### src/rtl/cmp_match_unit.sv
module cmp_match_unit #(
  parameter int CW = 16,
  parameter int MW = 4
) (
  input  logic          clk,
  input  logic          rst_n,
  input  logic          cmp_we,
  input  logic [CW-1:0] cmp_wdata,
  input  logic          mode_we,
  input  logic [MW-1:0] mode_wdata,
  input  logic          cnt_en,
  input  logic          adc_en,
  input  logic          dir_out,
  input  logic          flag_clr,
  input  logic          ovf_clr,
  output logic [CW-1:0] cnt_o,
  output logic          pin_o,
  output logic          pin_oe,
  output logic          match_flag,
  output logic          ovf_flag,
  output logic          conv_start
);
  localparam logic [MW-1:0] M_OFF = '0;
  localparam logic [MW-1:0] M_SET = MW'(4'b1000);
  localparam logic [MW-1:0] M_CLR = MW'(4'b1001);
  localparam logic [MW-1:0] M_SWI = MW'(4'b1010);
  localparam logic [MW-1:0] M_SEV = MW'(4'b1011);
  localparam logic [CW-1:0] CNT_MAX = '1;

  logic [CW-1:0] cnt, cmp;
  logic [MW-1:0] mode;
  logic          eq_q, out_latch;

  wire eq       = (cnt == cmp);
  wire match_ev = eq && !eq_q;
  wire act_mode = (mode == M_SET) || (mode == M_CLR) || (mode == M_SWI) || (mode == M_SEV);
  wire trig     = match_ev && (mode == M_SEV);
  wire wrap     = cnt_en && !trig && (cnt == CNT_MAX);

  always_ff @(posedge clk) begin
    if (!rst_n) begin
      cnt  <= '0;
      cmp  <= '0;
      mode <= M_OFF;
      eq_q <= 1'b0;
    end else begin
      eq_q <= eq;
      if (cmp_we)  cmp  <= cmp_wdata;
      if (mode_we) mode <= mode_wdata;
      if (trig)        cnt <= '0;
      else if (cnt_en) cnt <= cnt + CW'(1);
    end
  end

  always_ff @(posedge clk) begin
    if (!rst_n)
      out_latch <= 1'b0;
    else if (mode_we && mode_wdata == M_OFF)
      out_latch <= 1'b0;
    else if (match_ev && mode == M_SET)
      out_latch <= 1'b1;
    else if (match_ev && mode == M_CLR)
      out_latch <= 1'b0;
  end

  always_ff @(posedge clk) begin
    if (!rst_n) begin
      match_flag <= 1'b0;
      ovf_flag   <= 1'b0;
      conv_start <= 1'b0;
    end else begin
      if (match_ev && act_mode) match_flag <= 1'b1;
      else if (flag_clr)        match_flag <= 1'b0;
      if (wrap)         ovf_flag <= 1'b1;
      else if (ovf_clr) ovf_flag <= 1'b0;
      conv_start <= trig && adc_en;
    end
  end

  assign cnt_o  = cnt;
  assign pin_oe = dir_out;
  assign pin_o  = dir_out & out_latch;


  flag_set_chk: assert property (@(posedge clk) disable iff (!rst_n)
    (match_ev && act_mode) |=> match_flag);

  no_retrig_chk: assert property (@(posedge clk) disable iff (!rst_n)
    (eq && !cmp_we && !cnt_en && !trig) |=> !match_ev);

  swi_pin_chk: assert property (@(posedge clk) disable iff (!rst_n)
    (match_ev && mode == M_SWI && !mode_we) |=> $stable(out_latch));

  off_low_chk: assert property (@(posedge clk) disable iff (!rst_n)
    (mode_we && mode_wdata == M_OFF) |=> !out_latch);

  sev_reset_chk: assert property (@(posedge clk) disable iff (!rst_n)
    trig |=> (cnt == '0));

  no_overflow_chk: assert property (@(posedge clk) disable iff (!rst_n)
    (trig && !ovf_flag) |=> !ovf_flag);

  pin_gate_chk: assert property (@(posedge clk) disable iff (!rst_n)
    !dir_out |-> !pin_o);
endmodule

### config.mk
export PLATFORM = sky130hd
export DESIGN_NAME = cmp_match_unit
export DESIGN_NICKNAME = d
export VERILOG_FILES = /design/src/rtl/cmp_match_unit.sv
export SDC_FILE = /design/constraint.sdc
export NUM_CORES = 1
export LEC_CHECK = 0
export BUFFER_PORTS_ARGS = -buffer_cell sky130_fd_sc_hd__clkbuf_2
export CAP_MARGIN = 20
export CORE_ASPECT_RATIO = 1.2
export CORE_MARGIN = 3
export CORE_UTILIZATION = 51
export CTS_CLUSTER_DIAMETER = 60
export CTS_CLUSTER_SIZE = 28
export DETAILED_ROUTE_END_ITERATION = 6
export GPL_TIMING_DRIVEN = 0
export PLACE_DENSITY = 0.78
export SYNTH_ARGS = -nofsm -noshare
export SYNTH_HDL_FRONTEND = slang
export SYNTH_SLANG_ARGS = --single-unit
### constraint.sdc
create_clock -name clk -period 2.3 [get_ports clk]
set_input_delay 0.115 -clock clk [delete_from_list [all_inputs] [get_ports clk]]
set_output_delay 0.115 -clock clk [all_outputs]
set_load 0.05 [all_outputs]
* After elaboration in Yosys (flattened, before gate mapping) *
Cells that the tools add are included.

word-level totals
  output and inout port bits = 21
  register bits after elaboration = 41
  logic and storage cells = 43
  bits of input ports = 29

operators by class
  equality and inequality tests = 6
  reduce and logical (&&, ||, !) cells = 20
  add/subtract/negate cells = 1
  mux-type cells = 6
  bitwise gates (word level) = 2

operators with widths
  cell                                                             number
  16-bit by 1-bit adder with 16-bit output, second input constant  1
  16-bit equality test                                             1
  16-bit equality test, second input constant                      1
  4-bit equality test, second input constant                       4
  1-bit logical AND                                                9
  1-bit 2-to-1 mux                                                 6
  2-bit nonzero test                                               3
  4-bit zero test                                                  1
  2-bit OR reduction                                               2
  1-bit logical OR                                                 3
  1-bit zero test                                                  2
  1-bit AND                                                        1
  1-bit inverter                                                   1

* Longest topological paths before layout *
Gate-level depths: netlist of the first run.

  depth after elaboration = 7
  mapped depth = 7
  gate-level depth less buffers = 6

* Worst setup path before layout of the first run *
No wires, ideal clock.

  path kind = register to register
  start = register cnt[0], in the netlist cnt_o[0]
  end = register cnt[14], in the netlist cnt_o[14]
  buffers on the path = 1
  data arrival time = 1946 ps
  period minus slack after synthesis = 2075 ps
  cell stages (with the launch flop) = 8
  data required time = 2172 ps
  library setup time = 128 ps
  path slack = 225 ps
  path through = dfxtp_1 > ha_1 > nand4_1 > or2_1 > clkbuf_1 > nor3_1 > xnor2_1 > nor2_1

between the ends
  cells in the longest elaborated chain, start to end = 4
  elaborated cells on any way between the ends = 5
  classes of those cells = add/sub: 1; eq/ne: 1; reduce/logical: 3

ends and longest elaborated chain
  element                                                                           RTL line  RTL
  from (decl)                                                                       30        logic [CW-1:0] cnt, cmp;
  from (signal assigned)                                                            51        else if (cnt_en) cnt <= cnt + CW'(1);
  branches (longest 4 deep; another with 16-bit by 1-bit adder with 16-bit output)  n/a

Several ways; the timed one is not identified.
A chain may end at the register's enable or synchronous reset.

* Worst setup path after layout of the first run *
  start = register cnt[7], in the netlist cnt_o[7]
  end = register cnt[6], in the netlist cnt_o[6]

between the ends
  cells in the longest elaborated chain, start to end = 4

ends and longest elaborated chain
  element                       RTL line  RTL
  16-bit equality test          34        wire eq = (cnt == cmp);
  1-bit logical AND             35        wire match_ev = eq && !eq_q;
  1-bit logical AND             37        wire trig = match_ev && (mode == M_SEV);
  2-bit OR reduction (no line)  n/a

Every way passes these cells.

==> reports/results.txt, run 1 <==
status: completed
startpoint types: register
hold_buf cts: 0
CTS tree: yes
die height: 71.6 microns
CP Data Arrival Time: 2.30 ns
main area contributors after synthesis: dfxtp_1 (45%), mux2i_1 (11%), xor2_1 (11%), nor2_1 (8.4%), xnor2_1 (2.9%)
Setup TNS Final: 0 ns
Hold Path Class: in -> reg
Gate power share: 11.2%
hold_ws: 0.0220 ns
power share of the clock group: 32.9%
Max clock buf depth: 2
FMAX: 474 MHz
CTS resizes: 0
number of remaining DRC errors: 0
final WL: 3.71 mm
RSZ-0062 raised after global routing: no
PnR worst setup slack: 0.188 ns
commonest cells in the netlist: dfxtp_1 (41), nor2_1 (41), xor2_1 (24)
Via-to-Cell Ratio: 5.15
Max Cap Viol: 0
hpwl dp: 2.81 mm
DP Area: 2110 sq um
CTS H-Tree Depth: 2
switching portion of total power: 24.7%
clk slew on worst S/H paths: 0.07 ns
n_diodes: 0
initial core utilization: 53.9%
DRT Pass-1 Iters: 4
largest net degree at the start of global routing: 12
initial antenna violation count: 0
Synth Cell Area: 1830 sq um
Final Non-Filler Cells: 280
Port Buffers: 46
met2 usage: 30.1%
area growth from synthesis to layout: 19.5%
GRT busiest layer: met2
GR Util met1: 23.1%
register area share after synthesis: 44.8%
vias in the first global route: 1323
main flop type after synthesis: dfxtp_1
Starting DRT DRC Count: 32
DP Worst Slack: 0.173 ns
final core occ: 64.4%
synthesized netlist cell count: 189
Nets: 272
die footprint: 4350 sq um
WP data required: 2.49 ns
critical path peak fanout: 10
Synth Register Bits: 41
worst setup path class: reg -> reg
Flop pwr share: 55.9%
post-route design area: 2190 sq um
Async SR Flop Fraction: 0%
Root Driver: clkbuf_8
GP Congestion: 0.783
Worst Skew: 0.00261 ns
layout cells sized above 1: 27.2%
Critical Path End Type: register
Synth warnings: 0
Core Area: 3400 sq um
Synth top area share: 44.8%
CTS Buf Count: 5
Final period util: 91.8%
Power Density: 620 nW/um^2
Yosys top cell by area: dfxtp_1
Worst-Margin Slew: 0.727 ns
Tmin final: 2.11 ns
setup violators final: 0
postcts setup bufs: 0
Post-synth EDFFs: 0
GRT overflow: 0
placed insts: 272
Fin. Hold Viols: 0
first-pass GRT wire length: 6.01 mm
Vias: 1441
Total GRT Usage: 18.8%
Syn Area/Cell: 9.69 sq um
peak supply drop: 0.398 mV
Slew Viols, Final: 0
die width: 60.7 microns
P_leak: 1.03 nW
post-synthesis cell type count: 33
switching pwr: 0.335 mW
met3 Resource Use GR: 5.41%
Synth Net Count: 219
clk sink count: 41
internal power: 1.02 mW
site row count: 23
antenna viol nets, final: 0
Slew Limit Headroom: 51.2%
Ports: 50
wire length per cell: 13.2 microns
Tot Pwr: 1.35 mW
Worst-Skew Late Latency: 0.29 ns
==> flip-flops by register name, indices dropped and copies added, names as in the netlist <==
name / count
match_flag: 1
mode: 4
cnt_o: 16
out_latch: 1
conv_start: 1
cmp: 16
ovf_flag: 1
eq_q: 1
==> area by class of cell <==
class / count / area, sq um
Tap cell: 37 / 46.3
Buffer: 10 / 55.1
Sequential cell: 41 / 821
Fill cell: 308 / 1210
Inverter: 2 / 7.51
Clock buffer: 8 / 80.1
Timing Repair Buffer: 46 / 230
Multi-Input combinational cell: 136 / 947
==> power by group through the flow <==
stage                     Combinational (mW)  Sequential [mW]  Clock, mW
after global placement                 0.152            0.772          0
after CTS                              0.155            0.757      0.462
after floorplan                       0.0960            0.782          0
after detailed placement               0.154            0.773          0
final                                  0.152            0.757      0.446
after global routing                   0.169            0.760      0.492
==> worst max-delay path: stages, from the launching register on <==
cell and delay [ns]:
dfxtp_1 0.47, xor2_1 0.12, nor4_2 0.35, nand4_2 0.24, o31ai_4 0.51, buf_4 0.26, nor2_1 0.06
==> kinds of logic (layout without fill, tap and decap cells) <==
kind of cell / count (synthesis) / after routing / share of synthesized area [%]
and+or+nand+nor: 77 / 77 / 21.7
DFF: 41 / 41 / 44.8
xor gates and xnor gates: 31 / 31 / 15.2
muxes: 21 / 21 / 11.5
buffers and inverters: 12 / 66 / 3.42
AOI/OAI and AO/OA: 6 / 6 / 2.67
adders and majority gates: 1 / 1 / 0.683
==> per-layer routing <==
metal,routed length [microns],vias up
li1,-,734
met1,1580,659
met2,1850,41
met3,220,7
met4,64,0
met5,0,-
==> path summary, 6_finish.rpt <==
path	start	end	slack, ns	cells past startpoint
max reg2reg	cnt_o[7]	cnt_o[6]	0.19	6
min reg2reg	out_latch	out_latch	0.46	2
max	cnt_o[7]	cnt_o[6]	0.19	6
min	adc_en	conv_start	0.02	3
==> cell usage in the layout, fill, tap and decap left out, types with 3 or more instances in the layout <==
cell type  instances
nor3_1             3
clkbuf_2          46
xor2_1            24
dfxtp_1           41
clkbuf_1           8
nand3_1            6
nor2_1            41
xnor2_1            6
clkbuf_8           5
nand4_1            5
nand2_1            6
nor4_2             4
mux2i_1           21
No activity file was read; power rests on OpenSTA's default activity.
==> inputs of run 2 (changes only) <==
GPL_ROUTABILITY_DRIVEN = 0   (was not set)
PLACE_DENSITY = not set   (was 0.78)
PLACE_DENSITY_LB_ADDON = 0.2   (was not set)
==> reports/results.txt, run 2 (synthesis results as in run 1) <==
status: completed
Setup TNS Final: 0 ns
RSZ-0062 raised after global routing: no
Worst path max stage delay: 0.48 ns
CP cell instances: xor2_1, nor4_2, nand4_2, o31ai_4, buf_4, nor2_1
Hold Path Class: in -> reg
setup violators final: 0
Worst-Skew Late Latency: 0.29 ns
Power Density: 628 nW/um^2
GRT overflow: 0
WP data required: 2.49 ns
Total GRT Usage: 18.8%
initial antenna violation count: 0
FMAX: 481 MHz
worst setup path class: reg -> reg
final WL: 3.63 mm
area growth from synthesis to layout: 19.8%
clk slew on worst S/H paths: 0.07 ns
CTS tree: yes
die footprint: 4350 sq um
DRT Pass-1 Iters: 4
Critical Path End Type: register
antenna viol nets, final: 0
n_diodes: 0
peak supply drop: 0.294 mV
Reg2Reg Setup Slack: 0.22 ns
Fin. Hold Viols: 0
Slew Limit Headroom: 54.4%
Vias: 1422
CTS resizes: 0
P_leak: 1.04 nW
site row count: 23
Root Driver: clkbuf_8
Worst Skew: 0.00559 ns
Tot Pwr: 1.38 mW
Max Cap Viol: 0
Final period util: 90.5%
Nets: 272
Worst-Margin Slew: 0.679 ns
CP max stage cell: o31ai_4
vias in the first global route: 1338
Via-to-Cell Ratio: 5.10
die width: 60.7 microns
commonest non-fill, non-tap cells in the layout: clkbuf_2 (46), nor2_1 (41), dfxtp_1 (41), xor2_1 (24), mux2i_1 (21)
Ports: 50
Starting DRT DRC Count: 19
wire length per cell: 13.0 microns
first-pass GRT wire length: 6.07 mm
CP delay by family, top: simple AND/OR/NAND/NOR gates
largest net degree at the start of global routing: 12
Slew Viols, Final: 0
critical path peak fanout: 10
number of remaining DRC errors: 0
most common cell after layout, fill and taps aside: clkbuf_2
CTS Buf Count: 5
DP Worst Slack: 0.230 ns
layout filler cell count: 297
Max clock buf depth: 2
PnR worst setup slack: 0.219 ns
CP Data Arrival Time: 2.27 ns
layout cells sized above 1: 27.7%
hpwl dp: 2.77 mm
startpoint types: register
initial core utilization: 53.9%
Crit path buffers/inverters: 1
Tmin final: 2.08 ns
CTS H-Tree Depth: 2
postcts setup bufs: 0
Core Area: 3400 sq um
hold_buf cts: 0
die height: 71.6 microns
Port Buffers: 46
clk sink count: 41
run 2: area by class of cell:
| cell class | instances | area, sq um | area share, % |
|---|---|---|---|
| inverter | 2 | 7.51 | 0.342 |
| buffer | 10 | 55.1 | 2.51 |
| tap | 37 | 46.3 | 2.11 |
| multi-input combinational | 136 | 947 | 43.2 |
| sequential | 41 | 821 | 37.4 |
| clock buffer | 7 | 86.3 | 3.94 |
| timing repair buffer | 46 | 230 | 10.5 |
run 2: metrics by stage:
step                      hold slack [ns]  instances  instance area [sq um]  utilization, %
after floorplan                     0.233        189                   1830               -
after global placement              0.329        272                   2110            62.0
after detailed placement            0.330        272                   2110            62.0
after CTS                          0.0152        279                   2190            64.6
after global routing               0.0380        279                   2190            64.6
final                              0.0224        279                   2190            64.6
run 2: final timing paths:
check | start | end | depth (start not counted)
max reg2reg | cnt_o[0] | cnt_o[9] | 6
min reg2reg | out_latch | out_latch | 2
min | adc_en | conv_start | 3
max | cnt_o[0] | cnt_o[9] | 6
run 2: report_power, final:
| group | switching (mW) | total (mW) | internal, mW |
|---|---|---|---|
| combinational | 0.0839 | 0.153 | 0.0692 |
| sequential | 0.0214 | 0.757 | 0.735 |
| clock | 0.230 | 0.468 | 0.238 |
| total | 0.335 | 1.38 | 1.04 |
run 2: layer usage:
layer | share of wire, % | track usage, %
met4 | 1.7 | 7.23
met2 | 48 | 27.9
met5 | 0 | 0
met1 | 45 | 25.4
met3 | 5.6 | 5.77
run 2: worst register-to-register path, stage by stage (launching register included):
cell and delay [ns]:
dfxtp_1 0.46, xor2_1 0.14, nor4_2 0.33, nand4_2 0.25
o31ai_4 0.48, buf_4 0.25, nor2_1 0.06
